`config.mk`:
```
export PLATFORM = sky130hd
export DESIGN_NAME = berr_timeout_gen
export DESIGN_NICKNAME = d
export VERILOG_FILES = /design/src/rtl/berr_pkg.sv /design/src/rtl/berr_tick_gen.sv /design/src/rtl/berr_cycle_timer.sv /design/src/rtl/berr_ctl_reg.sv /design/src/rtl/berr_timeout_gen.sv
export SDC_FILE = /design/constraint.sdc
export NUM_CORES = 1
export LEC_CHECK = 0
export BUFFER_PORTS_ARGS = -buffer_cell sky130_fd_sc_hd__buf_2
export CORE_UTILIZATION = 45
export CTS_CLUSTER_SIZE = 20
export DETAILED_ROUTE_END_ITERATION = 8
export GPL_ROUTABILITY_DRIVEN = 1
export SKIP_LAST_GASP = 1
export SLEW_MARGIN = 0
export SYNTH_ARGS = -nofsm -noshare
export SYNTH_HDL_FRONTEND = slang
export SYNTH_SLANG_ARGS = --single-unit
```
`constraint.sdc`:
```
create_clock -name clk -period 8.35 [get_ports clk]
set_clock_uncertainty 0.1 [all_clocks]
set_input_delay 1.2525 -clock clk [delete_from_list [all_inputs] [get_ports clk]]
set_output_delay 1.2525 -clock clk [all_outputs]
set_load 0.03 [all_outputs]
```
`src/rtl/berr_pkg.sv`:
```
package berr_pkg;

    // Expansion timeout select, control register bits 7:6
    typedef enum logic [1:0] {
        EXP_OFF   = 2'b00,
        EXP_SHORT = 2'b01,
        EXP_MID   = 2'b10,
        EXP_LONG  = 2'b11
    } exp_sel_e;

    typedef struct packed {
        logic main;
        logic rom;
        logic lio;
        logic exp;
        logic bp;
    } region_hit_t;

    localparam int NUM_TMR = 3;
    localparam int TMR_ONB = 0;
    localparam int TMR_EXP = 1;
    localparam int TMR_BP  = 2;

    function automatic int max_of(input int a, input int b);
        return (a > b) ? a : b;
    endfunction

    function automatic int min_of(input int a, input int b);
        return (a < b) ? a : b;
    endfunction

    // Onboard timer start: processor to any onboard region, DMA to main memory only
    function automatic logic onb_start(input region_hit_t h, input logic dma);
        return h.main | (~dma & (h.rom | h.lio));
    endfunction

    // Backplane error sources other than the access timer
    function automatic logic par_qualified(input logic perr, input logic shm,
                                           input logic opt_a, input logic opt_b);
        return perr & shm & (opt_a | opt_b);
    endfunction

endpackage

```
`src/rtl/berr_tick_gen.sv`:
```
module berr_tick_gen #(
    parameter int CLK_PER_US = 125
) (
    input  logic clk,
    input  logic rst,
    input  logic active,
    output logic tick
);
    localparam int PRE_W = $clog2(CLK_PER_US + 1);
    localparam logic [PRE_W-1:0] PRE_LAST = PRE_W'(CLK_PER_US - 1);

    logic [PRE_W-1:0] pre_q;

    assign tick = active && (pre_q == PRE_LAST);

    always_ff @(posedge clk) begin
        if (rst || !active) begin
            pre_q <= '0;
        end else if (pre_q == PRE_LAST) begin
            pre_q <= '0;
        end else begin
            pre_q <= pre_q + 1'b1;
        end
    end
endmodule

```
`src/rtl/berr_cycle_timer.sv`:
```
module berr_cycle_timer #(
    parameter int CNT_W = 16
) (
    input  logic             clk,
    input  logic             rst,
    input  logic             active,
    input  logic             start,
    input  logic             tick,
    input  logic [CNT_W-1:0] limit,
    output logic             expired
);
    logic             run_q;
    logic [CNT_W-1:0] cnt_q;
    logic [CNT_W-1:0] cnt_nxt;

    assign cnt_nxt = cnt_q + 1'b1;

    always_ff @(posedge clk) begin
        if (rst || !active) begin
            run_q   <= 1'b0;
            cnt_q   <= '0;
            expired <= 1'b0;
        end else begin
            if (start) begin
                run_q <= 1'b1;
            end
            // a zero limit means the timer is switched off
            if ((run_q || start) && tick && (limit != '0) && !expired) begin
                if (cnt_nxt == limit) begin
                    expired <= 1'b1;
                end else begin
                    cnt_q <= cnt_nxt;
                end
            end
        end
    end
endmodule

```
`src/rtl/berr_ctl_reg.sv`:
```
module berr_ctl_reg
    import berr_pkg::*;
(
    input  logic       clk,
    input  logic       rst,
    input  logic       wr,
    input  logic [7:0] wdata,
    output logic [7:0] rdata,
    output exp_sel_e   exp_sel
);
    logic [1:0] sel_q;
    logic       unused_wbits;

    assign unused_wbits = ^wdata[5:0];

    always_ff @(posedge clk) begin
        if (rst) begin
            sel_q <= 2'b00;
        end else if (wr) begin
            sel_q <= wdata[7:6];
        end
    end

    assign rdata   = {sel_q, 6'b000000};
    assign exp_sel = exp_sel_e'(sel_q);
endmodule

```
`src/rtl/berr_timeout_gen.sv`:
```
module berr_timeout_gen
    import berr_pkg::*;
#(
    parameter int CLK_PER_US   = 125,
    parameter int ONB_US       = 16,
    parameter int EXP_SHORT_US = 16,
    parameter int EXP_MID_US   = 1000,
    parameter int EXP_LONG_US  = 64000,
    parameter int BP_US        = 64
) (
    input  logic       clk,
    input  logic       rst,
    input  logic       as_n,
    input  logic       dma_cyc,
    input  logic       hit_main,
    input  logic       hit_rom,
    input  logic       hit_lio,
    input  logic       hit_exp,
    input  logic       hit_bp,
    input  logic       msg_reject,
    input  logic       par_err,
    input  logic       shm_en,
    input  logic       par_opt_a,
    input  logic       par_opt_b,
    input  logic       reg_wr,
    input  logic [7:0] reg_wdata,
    output logic [7:0] reg_rdata,
    output logic       berr_loc_n,
    output logic       berr_bp_n
);
    localparam int LIM_MAX = max_of(max_of(ONB_US, BP_US),
                                    max_of(EXP_SHORT_US, max_of(EXP_MID_US, EXP_LONG_US)));
    localparam int CNT_W   = $clog2(LIM_MAX + 1);

    logic        cyc_active;
    logic        tick;
    exp_sel_e    exp_sel;
    region_hit_t hits;
    logic [CNT_W-1:0] exp_limit;
    logic [CNT_W-1:0] lim_arr   [NUM_TMR];
    logic             start_arr [NUM_TMR];
    logic             exp_arr   [NUM_TMR];

    assign cyc_active = ~as_n;
    assign hits = '{main: hit_main, rom: hit_rom, lio: hit_lio, exp: hit_exp, bp: hit_bp};

    berr_ctl_reg u_ctl (
        .clk     (clk),
        .rst     (rst),
        .wr      (reg_wr),
        .wdata   (reg_wdata),
        .rdata   (reg_rdata),
        .exp_sel (exp_sel)
    );

    berr_tick_gen #(.CLK_PER_US(CLK_PER_US)) u_tick (
        .clk    (clk),
        .rst    (rst),
        .active (cyc_active),
        .tick   (tick)
    );

    always_comb begin
        unique case (exp_sel)
            EXP_SHORT: exp_limit = CNT_W'(EXP_SHORT_US);
            EXP_MID:   exp_limit = CNT_W'(EXP_MID_US);
            EXP_LONG:  exp_limit = CNT_W'(EXP_LONG_US);
            default:   exp_limit = '0;
        endcase
    end

    assign lim_arr[TMR_ONB]   = CNT_W'(ONB_US);
    assign lim_arr[TMR_EXP]   = exp_limit;
    assign lim_arr[TMR_BP]    = CNT_W'(BP_US);
    assign start_arr[TMR_ONB] = onb_start(hits, dma_cyc);
    assign start_arr[TMR_EXP] = hits.exp;
    assign start_arr[TMR_BP]  = hits.bp;

    for (genvar gi = 0; gi < NUM_TMR; gi++) begin : g_tmr
        berr_cycle_timer #(.CNT_W(CNT_W)) u_tmr (
            .clk     (clk),
            .rst     (rst),
            .active  (cyc_active),
            .start   (start_arr[gi]),
            .tick    (tick),
            .limit   (lim_arr[gi]),
            .expired (exp_arr[gi])
        );
    end

    assign berr_loc_n = ~(exp_arr[TMR_ONB] | exp_arr[TMR_EXP] | exp_arr[TMR_BP]);
    assign berr_bp_n  = ~(msg_reject
                          | par_qualified(par_err, shm_en, par_opt_a, par_opt_b)
                          | exp_arr[TMR_BP]);
endmodule

```
# After elaboration in Yosys (flattened, before gate mapping)
# Index checks and enable logic that the tools add are counted.
# W data, S select, Z words.
word_totals:
  reg_bits: 63
  latchBits: 0
  mem_bits_rw: 0
  mem_bits_ro: 0
  in_bits: 23
  output_inout_bits: 10
  word_cells: 63
  memories: 0
classes:
  addsub: 4
  multipliers: 0
  n_div: 0
  n_lt_le_gt_ge: 0
  n_eq_ne: 7
  n_shift: 0
  mux: 1
  n_bitwise: 17
  n_reduce_logical: 23
op_table:
  columns: ["cell", "n"]
  rows:
  - ["$add A16 B1 Y16 const B", 3]
  - ["$pmux W16 S3", 1]
  - ["$eq A16 B16 Y1", 1]
  - ["$eq A16 B5 Y1 const B", 1]
  - ["$eq A16 B7 Y1 const B", 1]
  - ["$reduce_bool A16 Y1", 1]
  - ["$reduce_and A2 Y1", 6]
  - ["$logic_and A1 B1 Y1", 8]
  - ["$add A7 B1 Y7 const B", 1]
  - ["$eq A7 B7 Y1 const B", 1]
  - ["$not A1 Y1", 7]
  - ["$or A1 B1 Y1", 7]
  - ["$eq A2 B2 Y1 const B", 2]
  - ["$logic_or A1 B1 Y1", 4]
  - ["$and A1 B1 Y1", 3]
  - ["$logic_not A1 Y1", 3]
  - ["$eq A2 B1 Y1 const B", 1]
  - ["$reduce_or A2 Y1", 1]

# Longest topological paths before layout
# Gate-level depths: netlist of the first run.
depth:
  word_depth: 7
  ltp_mapped: 11
  ltp_nobuf: 8

# By module
# Synthesis of the first run repeated with hierarchy kept, for this count alone.
hier_totals:
  cells_unflattened: 613
  hier_area_um2: 4994.8
modules_own_cells:
  columns: ["mod", "n_inst", "cells_per_inst", "area_each_um2", "seq_area_each_um2"]
  rows:
  - ["berr_cycle_timer", 3, 183, 1490.2, 360.3]
  - ["berr_tick_gen", 1, 37, 322.8, 140.1]
  - ["berr_ctl_reg", 1, 15, 131.4, 40.0]
  - ["berr_timeout_gen", 1, 12, 70.1, 0.0]

# Worst setup path after synthesis of the first run
# No wires, ideal clock.
synth_path:
  path_kind: "input to output"
  from: "input par_opt_b"
  to: "output berr_bp_n"
  t_arrival_ns: 2.108
  required_time_ns: 6.997
  setup_slack_ns: 4.889
  stages: 2
  path_buffers: 0
  path_cell_list: "o211a_1 > nor3_1"
synth_between:
  elab_chain_cells: 5
synth_rtl:
  columns: ["item", "line_no", "rtl"]
  rows:
  - ["from (decl)", "berr_timeout_gen.sv:24", "input logic par_opt_b,"]
  - ["$or A1 B1 Y1", "berr_pkg.sv:40", "return perr & shm & (opt_a | opt_b);"]
  - ["$and A1 B1 Y1", "berr_pkg.sv:40", null]
  - ["$or A1 B1 Y1", "berr_timeout_gen.sv:93", "| par_qualified(par_err, shm_en, par_opt_a, par_opt_b)"]
  - ["$or A1 B1 Y1", "berr_timeout_gen.sv:94", "| exp_arr[TMR_BP]);"]
  - ["$not A1 Y1", "berr_timeout_gen.sv:92", "assign berr_bp_n = ~(msg_reject"]
  - ["to (decl)", "berr_timeout_gen.sv:29", "output logic berr_bp_n"]
# No other way between the ends.

# Final worst setup path of the first run
# Ends and elaborated chain as after synthesis.

==> results of run 1 <==
metal layers:
| metal | vias up | track usage [%] |
|---|---|---|
| met1 | 1763 | 25.3 |
| met5 | - | 0 |
| met4 | 0 | 5.85 |
| met2 | 67 | 33.7 |
| met3 | 9 | 5.02 |
| li1 | 1819 | - |
final cells by class:
cell class	instances	area (sq um)	share of cell area, %
clock buffers	11	151	3.59
clock inverters	5	56.3	1.33
inverters	9	33.8	0.800
multi-input cells	389	2470	58.6
flip-flops and latches	63	1260	29.9
well taps	105	131	3.11
repair buffers	22	115	2.73
flip-flops by register name, summed over array words and instances (netlist names):
signal,count
g_tmr.u_tmr.cnt_q,48
u_tick.pre_q,7
g_tmr.u_tmr.expired,3
g_tmr.u_tmr.run_q,3
u_ctl.exp_sel,2
worst max-delay path, delay by kind of cell:
| family | cells | cell delay, ns |
|---|---|---|
| buffers and inverters | 2 | 0.32 |
| AOI/OAI and AO/OA | 1 | 0.21 |
| and+or+nand+nor | 1 | 0.12 |
per-stage QoR:
step | worst slack [ns] | util (%) | total power [W] | hold WS (ns)
2_1_floorplan | 4.89 | - | 0.000331 | 0.325
3_3_place_gp | 4.97 | 48.1 | 0.000338 | 0.343
3_5_place_dp | 4.95 | 48.1 | 0.000339 | 0.350
4_1_cts | 5.09 | 50.6 | 0.000622 | 0.367
5_1_grt | 4.84 | 50.6 | 0.000638 | 0.400
6_report | 5.09 | 50.6 | 0.000612 | 0.362
synthesized netlist by cell type, drive strengths merged, types with 9 or more instances:
cell type	number	share of area, %
mux2i	10	2.5
inv	9	0.86
nor3	13	1.8
o21ai	28	3.6
clkbuf	19	1.8
nand3	27	3.6
or4	12	2.4
xnor2	16	3.6
a21oi	33	4.2
nor4	14	2.9
dfxtp	63	32
nand2	42	4.0
or3	26	4.2
nor2	40	3.8
nand4	14	2.8
xor2	14	3.1
buf	19	3.1
o31ai	10	1.9
and4	12	2.8
report_power, final:
group	leakage, nW	switching, W	internal (W)
clock network	0.105	0.000127	0.000154
logic	0.780	0.0000184	0.00000883
registers	0.508	0.00000208	0.000302
cell families after synthesis:
family                   after synthesis
AND/OR/NAND/NOR                      225
AO/OA/AOI/OAI                        112
flip-flops                            63
buffers and inverters                 47
XOR/XNOR                              30
multiplexers                          10
adder cells (fa/ha/maj)                6
other                                  1
how the worst max path moves through the flow:
stage / startpoint / cells after the start / to / slack (ns)
6_report: par_opt_b / 4 / berr_bp_n / 5.09
5_1_grt: g_tmr[2].u_tmr.cnt_q[6]$_SDFFE_PP0P_ / 7 / g_tmr[2].u_tmr.cnt_q[14]$_SDFFE_PP0P_ / 4.84
4_1_cts: par_opt_b / 4 / berr_bp_n / 5.09
3_5_place_dp: as_n / 7 / g_tmr[2].u_tmr.cnt_q[9]$_SDFFE_PP0P_ / 4.95
3_3_place_gp: as_n / 7 / g_tmr[2].u_tmr.cnt_q[9]$_SDFFE_PP0P_ / 4.97
2_1_floorplan: par_opt_b / 2 / berr_bp_n / 4.89
==> results.yml, run 1 <==
routing:
  drt.antenna.violating_nets: 0
  wl_met3_microns: 304
  via_per_inst: 6.06
  num_vias: 3658
  drc: 0
  first_pass_iters: 4
  drt-met1-wl_microns: 4120
  routed_wl_microns: 8810
  wl_met2_microns: 4290
  top_layer: "met4"
  drt_iter0_markers: 137
  wl_per_cell_microns: 14.6
setup_path:
  worstPathArrival_ns: 1.91
  slowest_delay_ns: 0.22
  required_ns: 7.00
  worstPathCellList: "buf_2, o211a_1, nor3_1, buf_2"
  start_kind: "input pin"
  crit_type: "in -> out"
  rr_worst_depth: 8
  r2r-end: "g_tmr[1].u_tmr.cnt_q[5]$_SDFFE_PP0P_"
  r2r-start: "g_tmr[1].u_tmr.cnt_q[0]$_SDFFE_PP0P_"
  cp_common_cell: "buf_2"
  critPathSlowestCell: "buf_2"
  crit_fanout: 1
  reg2reg_setup_slack_ns: 5.17
  end_kind: "output pin"
floorplanning:
  initial_core_util_pct: 47.2
  die_h_microns: 95.5
  dieArea_sq_um: 9120
  die_x_microns: 95.5
  core_sq_um: 8340
  num_io_pins: 33
  fp-row-count: 33
finish:
  area_growth_pct: 7.28
  final_common_cell: "dfxtp_1"
  most-common-layout-cells: "dfxtp_1 (63), nand2_1 (42), nor2_1 (40), a21oi_1 (33), o21ai_0 (27)"
  final_cells: 604
  layout-drive-gt1-share_pct: 11.8
  n_fill_cell: 802
  final_cell_area_sq_um: 4220
  nets: 523
  insertedDiodeCount: 0
placed_design:
  place_area_sq_um: 4010
  dp_cells: 588
  io_buffer_count: 20
  gp_congestion: 0.859
  hpwl_microns: 5890
sta:
  rsz0062_at_grt: "no"
  tns_ns: 0
  worst_pin_slew_ns: 1.11
  timing.fmax_ghz: 0.307
  period_minus_slack_ns: 3.26
  setup_viol: 0
  hold_violations: 0
  drv_slew: 0
  fin_crit_sh_pct: 39.0
  slew-limit-headroom_pct: 26.0
yosys:
  postSynthAreaPerCell_sq_um: 7.97
  syn_inst: 494
  ys_seq_area_share_pct: 32.1
  synth-compound-area-share_pct: 18.5
  synth_top_family_by_area: "simple AND/OR/NAND/NOR gates"
  ys_ff_latch: 63
  synthXorXnorAreaFrac_pct: 6.68
  yosys.area_share.simple_pct: 32.5
  async_reset_ff_share_pct: 0
  synth_mux_area_share_pct: 2.54
  ys.flop_type: "dfxtp_1"
  synth_fa_ha_area_share_pct: 1.91
  synth.yosys.warnings: 0
  synth_area_sq_um: 3940
  ys_types: 68
  synth_edf_count: 0
pwr:
  power_density_nw_per_um2: 145
  peakVddDrop_mv: 0.0874
  leakage_nw: 1.39
global_routing:
  grt_pass1_vias: 3100
  grt_max_degree: 43
  grt_pass1_wl_microns: 14300
  track_usage_pct: 20.1
  grt_antenna_before_repair: 0
  gr-total-overflow: 0
clock_network:
  cts_tree: "done"
  clkTransAtPathRegs_ns: 0.07
  cts_made_buffers: 9
  htree_num_levels: 3
  hold_buffers: 0
  post-cts-setup-buffers: 0
  cts.sinks: 63
  clockBufferDepth: 2
  cts-resized-gates: 0
  clk_latency_ns: 0.35
  cts_root_buffer: "clkbuf_8"
worst_hold_path:
  hold_path_end: "u_tick.pre_q[0]$_SDFF_PP0_"
  min_from: "u_tick.pre_q[0]$_SDFF_PP0_"
  hold_class: "reg -> reg"
  whs_path_depth: 1
job:
  maxCapViolCount: 0
outcome:
  outcome: "complete, no violations"
Power figures use the tool's default switching activity.
==> inputs of run 2 (changes only) <==
PLACE_DENSITY = 0.65   (was not set)
clock period = 2.8 ns   (was 8.35 ns; I/O delays follow)
==> run 2 against run 1 <==
Compared with the run above:
- non-clock buffer count grew 25
- sequential power grew to 3.0 times the previous value
- hold slack lost 0.15 ns
- register-to-register slack lost 5.0 ns
- flip-flop and latch count is the same
- first-iteration DRC count grew 2.9%
- final cell count grew 4.0%
- critical path depth grew 6
- sequential share of layout area shrank 1.7 points
- via count grew 0.82%
- combinational power grew to 3.3 times the previous value
- utilization grew 3.0 points
- critical endpoint is now g_tmr[1].u_tmr.cnt_q[9]$_SDFFE_PP0P_
==> results.yml, run 2 (synthesized netlist as in run 1, its figures left out) <==
clock_network:
  cts_tree: "done"
  hold_buffers: 0
  cts.sinks: 63
  cts_root_buffer: "clkbuf_8"
  clockBufferDepth: 2
  post-cts-setup-buffers: 0
  cts-resized-gates: 0
  cts_made_buffers: 9
  htree_num_levels: 3
  clkTransAtPathRegs_ns: 0.08
  clk_latency_ns: 0.35
routing:
  num_vias: 3688
  drc: 0
  drt_iter0_markers: 141
  drt-met1-wl_microns: 4260
  routed_wl_microns: 8980
  drt.antenna.violating_nets: 0
  wl_per_cell_microns: 14.3
  top_layer: "met4"
  wl_met2_microns: 4300
  first_pass_iters: 4
  wl_met3_microns: 310
  via_per_inst: 5.87
setup_path:
  required_ns: 2.93
  cpLargestDelayFamily: "simple AND/OR/NAND/NOR gates"
  cp_num_buf_inv: 2
  critPathSlowestCell: "or4_4"
  worstPathCellList: "ha_1, nand3_1, buf_4, nor4_2, xnor2_1, nor4_2, buf_4, or4_4, a21o_1, mux2i_1"
  crit_type: "reg -> reg"
  end_kind: "register"
  worstPathArrival_ns: 2.75
  slowest_delay_ns: 0.51
  start_kind: "register"
  crit_fanout: 8
sta:
  setup_viol: 0
  timing.fmax_ghz: 0.382
  period_minus_slack_ns: 2.62
  drv_slew: 0
  hold_violations: 0
  rsz0062_at_grt: "yes"
  whs_ns: 0.210
  worst_pin_slew_ns: 0.589
  slew-limit-headroom_pct: 60.7
  fin_ws_ns: 0.183
  fin_crit_sh_pct: 93.5
floorplanning:
  die_x_microns: 95.5
  fp-row-count: 33
  dieArea_sq_um: 9120
  num_io_pins: 33
  core_sq_um: 8340
  die_h_microns: 95.5
  initial_core_util_pct: 47.2
global_routing:
  gr-total-overflow: 0
  grt_antenna_before_repair: 0
  grt_pass1_vias: 3394
  grt_pass1_wl_microns: 15100
  track_usage_pct: 21.1
  grt_max_degree: 32
finish:
  most-common-layout-cells: "dfxtp_1 (62), nand2_1 (42), nor2_1 (40), a21oi_1 (33), o21ai_0 (27)"
  final_common_cell: "dfxtp_1"
  insertedDiodeCount: 0
  area_growth_pct: 13.7
  layout-drive-gt1-share_pct: 18.0
  final_cells: 628
  top_regs: "g_tmr.u_tmr.cnt_q (48), u_tick.pre_q (7)"
  nets: 548
  largest_reg_flops: 48
  largest-register: "g_tmr.u_tmr.cnt_q"
placed_design:
  gp_congestion: 0.895
  place_ws_ns: 0.0785
  io_buffer_count: 20
  hpwl_microns: 6240
  dp_cells: 613
pwr:
  leakage_nw: 1.54
  pwr-share-clk_pct: 45.3
  netSwitchingPower_w: 0.000432
  peakVddDrop_mv: 0.388
  power.internal_w: 0.00138
  p_comb_share_pct: 4.9
  seq_power_share_pct: 49.8
  swShare_pct: 23.8
  power_density_nw_per_um2: 405
  total_power_w: 0.00181
worst_hold_path:
  hold_class: "in -> reg"
job:
  maxCapViolCount: 0
outcome:
  outcome: "complete, no violations"
-- run 2: changes by cell type in the layout (fill, tap and decap cells not counted), sizes merged --
cell	delta
clkinvlp	-1
buf	+25
-- run 2: power groups by stage --
stage          clock (W)  sequential (W)  combinational (W)
2_1_floorplan          0        0.000928          0.0000594
3_3_place_gp           0        0.000924          0.0000872
3_5_place_dp           0        0.000924          0.0000887
4_1_cts         0.000835        0.000903          0.0000890
5_1_grt         0.000880        0.000903          0.0000986
6_report        0.000822        0.000903          0.0000887
-- run 2: area by class of cell --
class,count,area (sq um)
flip-flops and latches,63,1260
clock buffers,11,151
fillers,829,3870
inverters,9,33.8
well taps,105,131
repair buffers,47,315
multi-input cells,389,2530
clock inverters,4,45.0
-- run 2: path summary, 6_finish.rpt --
kind                                              from                                   end  slack, ns  cells after the start
setup / recovery  g_tmr[1].u_tmr.cnt_q[0]$_SDFFE_PP0P_  g_tmr[1].u_tmr.cnt_q[9]$_SDFFE_PP0P_       0.18                     10
hold / removal                            reg_wdata[6]         u_ctl.exp_sel[0]$_SDFFE_PP0P_       0.21                      3
setup reg to reg  g_tmr[1].u_tmr.cnt_q[0]$_SDFFE_PP0P_  g_tmr[1].u_tmr.cnt_q[9]$_SDFFE_PP0P_       0.18                     10
hold reg to reg      g_tmr[1].u_tmr.run_q$_SDFFE_PP0P_     g_tmr[1].u_tmr.run_q$_SDFFE_PP0P_       0.36                      2
-- run 2: tightest hold or removal path: cells and delay by family --
kind	cells	cell delay (ns)
multiplexers	1	0.05
buffers and inverters	1	0.07
AND/OR/NAND/NOR	1	0.07
-- run 2: per-layer routing --
layer  GRT usage, %  up-vias
li1               -     1865
met2           35.0       60
met4           7.46        0
met3           4.55        7
met1           26.7     1756
met5              0        -
-- run 2: metrics by stage --
step	utilization, %	cell area [sq um]	TNS, ns
2_1_floorplan	-	3950	0
3_3_place_gp	50.5	4210	0
5_1_grt	53.6	4470	-0.0428
6_report	53.6	4470	0
3_5_place_dp	50.5	4210	0
4_1_cts	52.9	4410	0
==> inputs of run 3 (changes only) <==
PLACE_DENSITY = not set   (was 0.65)
SYNTH_HIERARCHICAL = 1   (was not set)
==> run 3 against run 2 <==
Compared with the run above:
- hold slack worse by 0.0045 ns
- clock power rose by 13%
- global-route usage rose by 0.73 points
- sequential share of layout area shrank 7.2 points
- final cell count is 40% higher
- sequential power about the same
- critical endpoint is now g_tmr[2].u_tmr/cnt_q[5]$_SDFFE_PP0P_
==> results.yml, run 3 <==
clock_network:
  cts_root_buffer: "clkbuf_8"
  clockBufferDepth: 2
  cts.sinks: 63
  cts_made_buffers: 9
  clk_latency_ns: 0.36
  htree_num_levels: 3
  hold_buffers: 0
  cts_tree: "done"
  clkTransAtPathRegs_ns: 0.08
pwr:
  total_power_w: 0.00204
  leakage_nw: 2.12
  power_density_nw_per_um2: 340
  peakVddDrop_mv: 0.304
yosys:
  synth_area_sq_um: 4990
  syn_inst: 613
  yosysTopAreaCell: "dfxtp_1"
  async_reset_ff_share_pct: 0
  ys_seq_area_share_pct: 25.3
  yosysMostFrequentCell: "dfxtp_1"
  ys.flop_type: "dfxtp_1"
  ys_ff_latch: 63
  ys_types: 61
  synth_edf_count: 0
  synth_top_area_share_pct: 25.3
  ys_top_cells_by_area: "dfxtp_1 (25%), xnor2_1 (6.5%), or4_1 (5.1%)"
  synth_common_cells: "dfxtp_1 (63), nand2_1 (48), xnor2_1 (37), nor2_1 (36), or4_1 (34)"
  postSynthAreaPerCell_sq_um: 8.15
  synth.yosys.warnings: 6
sta:
  rsz0062_at_grt: "yes"
  drv_slew: 0
  setup_viol: 0
  fin_crit_sh_pct: 94.9
  slew-limit-headroom_pct: 50.5
  hold_violations: 0
  period_minus_slack_ns: 2.66
  timing.fmax_ghz: 0.376
  worst_pin_slew_ns: 0.742
finish:
  nets: 765
  most-common-layout-cells: "conb_1 (97), dfxtp_1 (62), nand2_1 (48), buf_4 (43), xnor2_1 (37)"
  largest_reg_flops: 48
  final_cell_area_sq_um: 5990
  insertedDiodeCount: 0
  layout-drive-gt1-share_pct: 19.1
  largest-register: "g_tmr.u_tmr/cnt_q"
  area_growth_pct: 19.9
  final_common_cell: "conb_1"
  top_regs: "g_tmr.u_tmr/cnt_q (48), u_tick/pre_q (7)"
  final_cells: 882
placed_design:
  gp_congestion: 0.847
  dp_cells: 864
  io_buffer_count: 20
  hpwl_microns: 8840
  place_area_sq_um: 5670
floorplanning:
  die_h_microns: 107
  num_io_pins: 33
  dieArea_sq_um: 11500
  core_sq_um: 10800
  fp-row-count: 38
  initial_core_util_pct: 46.1
  die_x_microns: 107
setup_path:
  worstPathArrival_ns: 2.82
  end_kind: "register"
  required_ns: 2.96
  crit_type: "reg -> reg"
  cpLargestDelayFamily: "compound AO/OA/AOI/OAI gates"
  slowest_delay_ns: 0.44
  cp_num_buf_inv: 2
  crit_fanout: 14
  start_kind: "register"
  critPathSlowestCell: "a2111o_1"
  worstPathCellList: "ha_2, buf_4, xor2_1, o211ai_1, a21oi_1, a2111o_1, nor4_4, buf_6, o311ai_0, o41ai_1"
routing:
  drt_iter0_markers: 202
  drt.antenna.violating_nets: 0
  num_vias: 4792
  wl_per_cell_microns: 13.4
  first_pass_iters: 4
  via_per_inst: 5.43
  drc: 0
  routed_wl_microns: 11800
outcome:
  outcome: "complete, no violations"
global_routing:
  grt_max_degree: 20
  gr-total-overflow: 0
  track_usage_pct: 21.8
  grt_pass1_wl_microns: 20100
  grt_antenna_before_repair: 0
  grt_pass1_vias: 4386
worst_hold_path:
  hold_class: "in -> reg"
job:
  maxCapViolCount: 0
==> run 3: repair_timing <==
action                     in CTS  in global routing
setup endpoints to repair       0                 37
gates resized for setup         0                 16
buffers inserted                0                  1
==> run 3: final cells by class <==
class	count	area (sq um)
Clock buffer	11	151
Clock inverter	5	80.1
Fill cell	1048	4850
Inverter	14	52.6
Multi-Input combinational cell	582	3790
Sequential cell	63	1260
Tap cell	140	175
Timing Repair Buffer	67	477
==> run 3: path summary, 6_finish.rpt <==
| path | slack, ns | cells past startpoint | from | end |
|---|---|---|---|---|
| worst min register to register | 0.38 | 2 | g_tmr[2].u_tmr/run_q$_SDFFE_PP0P_ | g_tmr[2].u_tmr/run_q$_SDFFE_PP0P_ |
| worst max register to register | 0.14 | 10 | g_tmr[2].u_tmr/cnt_q[0]$_SDFFE_PP0P_ | g_tmr[2].u_tmr/cnt_q[5]$_SDFFE_PP0P_ |
| worst max-delay path | 0.14 | 10 | g_tmr[2].u_tmr/cnt_q[0]$_SDFFE_PP0P_ | g_tmr[2].u_tmr/cnt_q[5]$_SDFFE_PP0P_ |
| worst min-delay path | 0.21 | 3 | reg_wdata[7] | u_ctl/exp_sel[1]$_SDFFE_PP0P_ |
==> run 3: metal layers <==
| layer | vias up | wire, microns | global-route usage [%] |
|---|---|---|---|
| li1 | 2477 | - | - |
| met5 | - | 0 | 0 |
| met1 | 2237 | 5630 | 28.0 |
| met3 | 11 | 371 | 3.21 |
| met4 | 0 | 164 | 8.61 |
| met2 | 67 | 5660 | 36.6 |
==> run 3: logic make-up after synthesis <==
| family | synth area share, % |
|---|---|
| simple gates | 33.8 |
| other cells | 0.225 |
| buf+inv | 7.06 |
| flops | 25.3 |
| mux | 1.00 |
| compound gates | 22.5 |
| fa+ha+maj | 1.25 |
| xor+xnor | 8.94 |
==> run 3: where the power goes <==
group / leakage [nW] / switching [W] / internal, W
Clock: 0.112 / 0.000382 / 0.000548
Sequential: 0.509 / 0.00000372 / 0.000901
Combinational: 1.50 / 0.000124 / 0.0000796
==> run 3: metrics by stage <==
stage	hold slack (ns)	setup WS (ns)	setup TNS (ns)	utilization, %
2_1_floorplan	0.336	0.0103	0	-
4_1_cts	0.188	0.00167	0	54.5
3_3_place_gp	0.353	0.0709	0	52.3
6_report	0.205	0.142	0	55.3
3_5_place_dp	0.372	0.0267	0	52.3
5_1_grt	0.192	-0.0152	-0.0285	55.3
==> run 3: tightest hold or removal path: stages <==
cell     delay (ns)
buf_2          0.07
mux2i_1        0.06
nor2_1         0.07
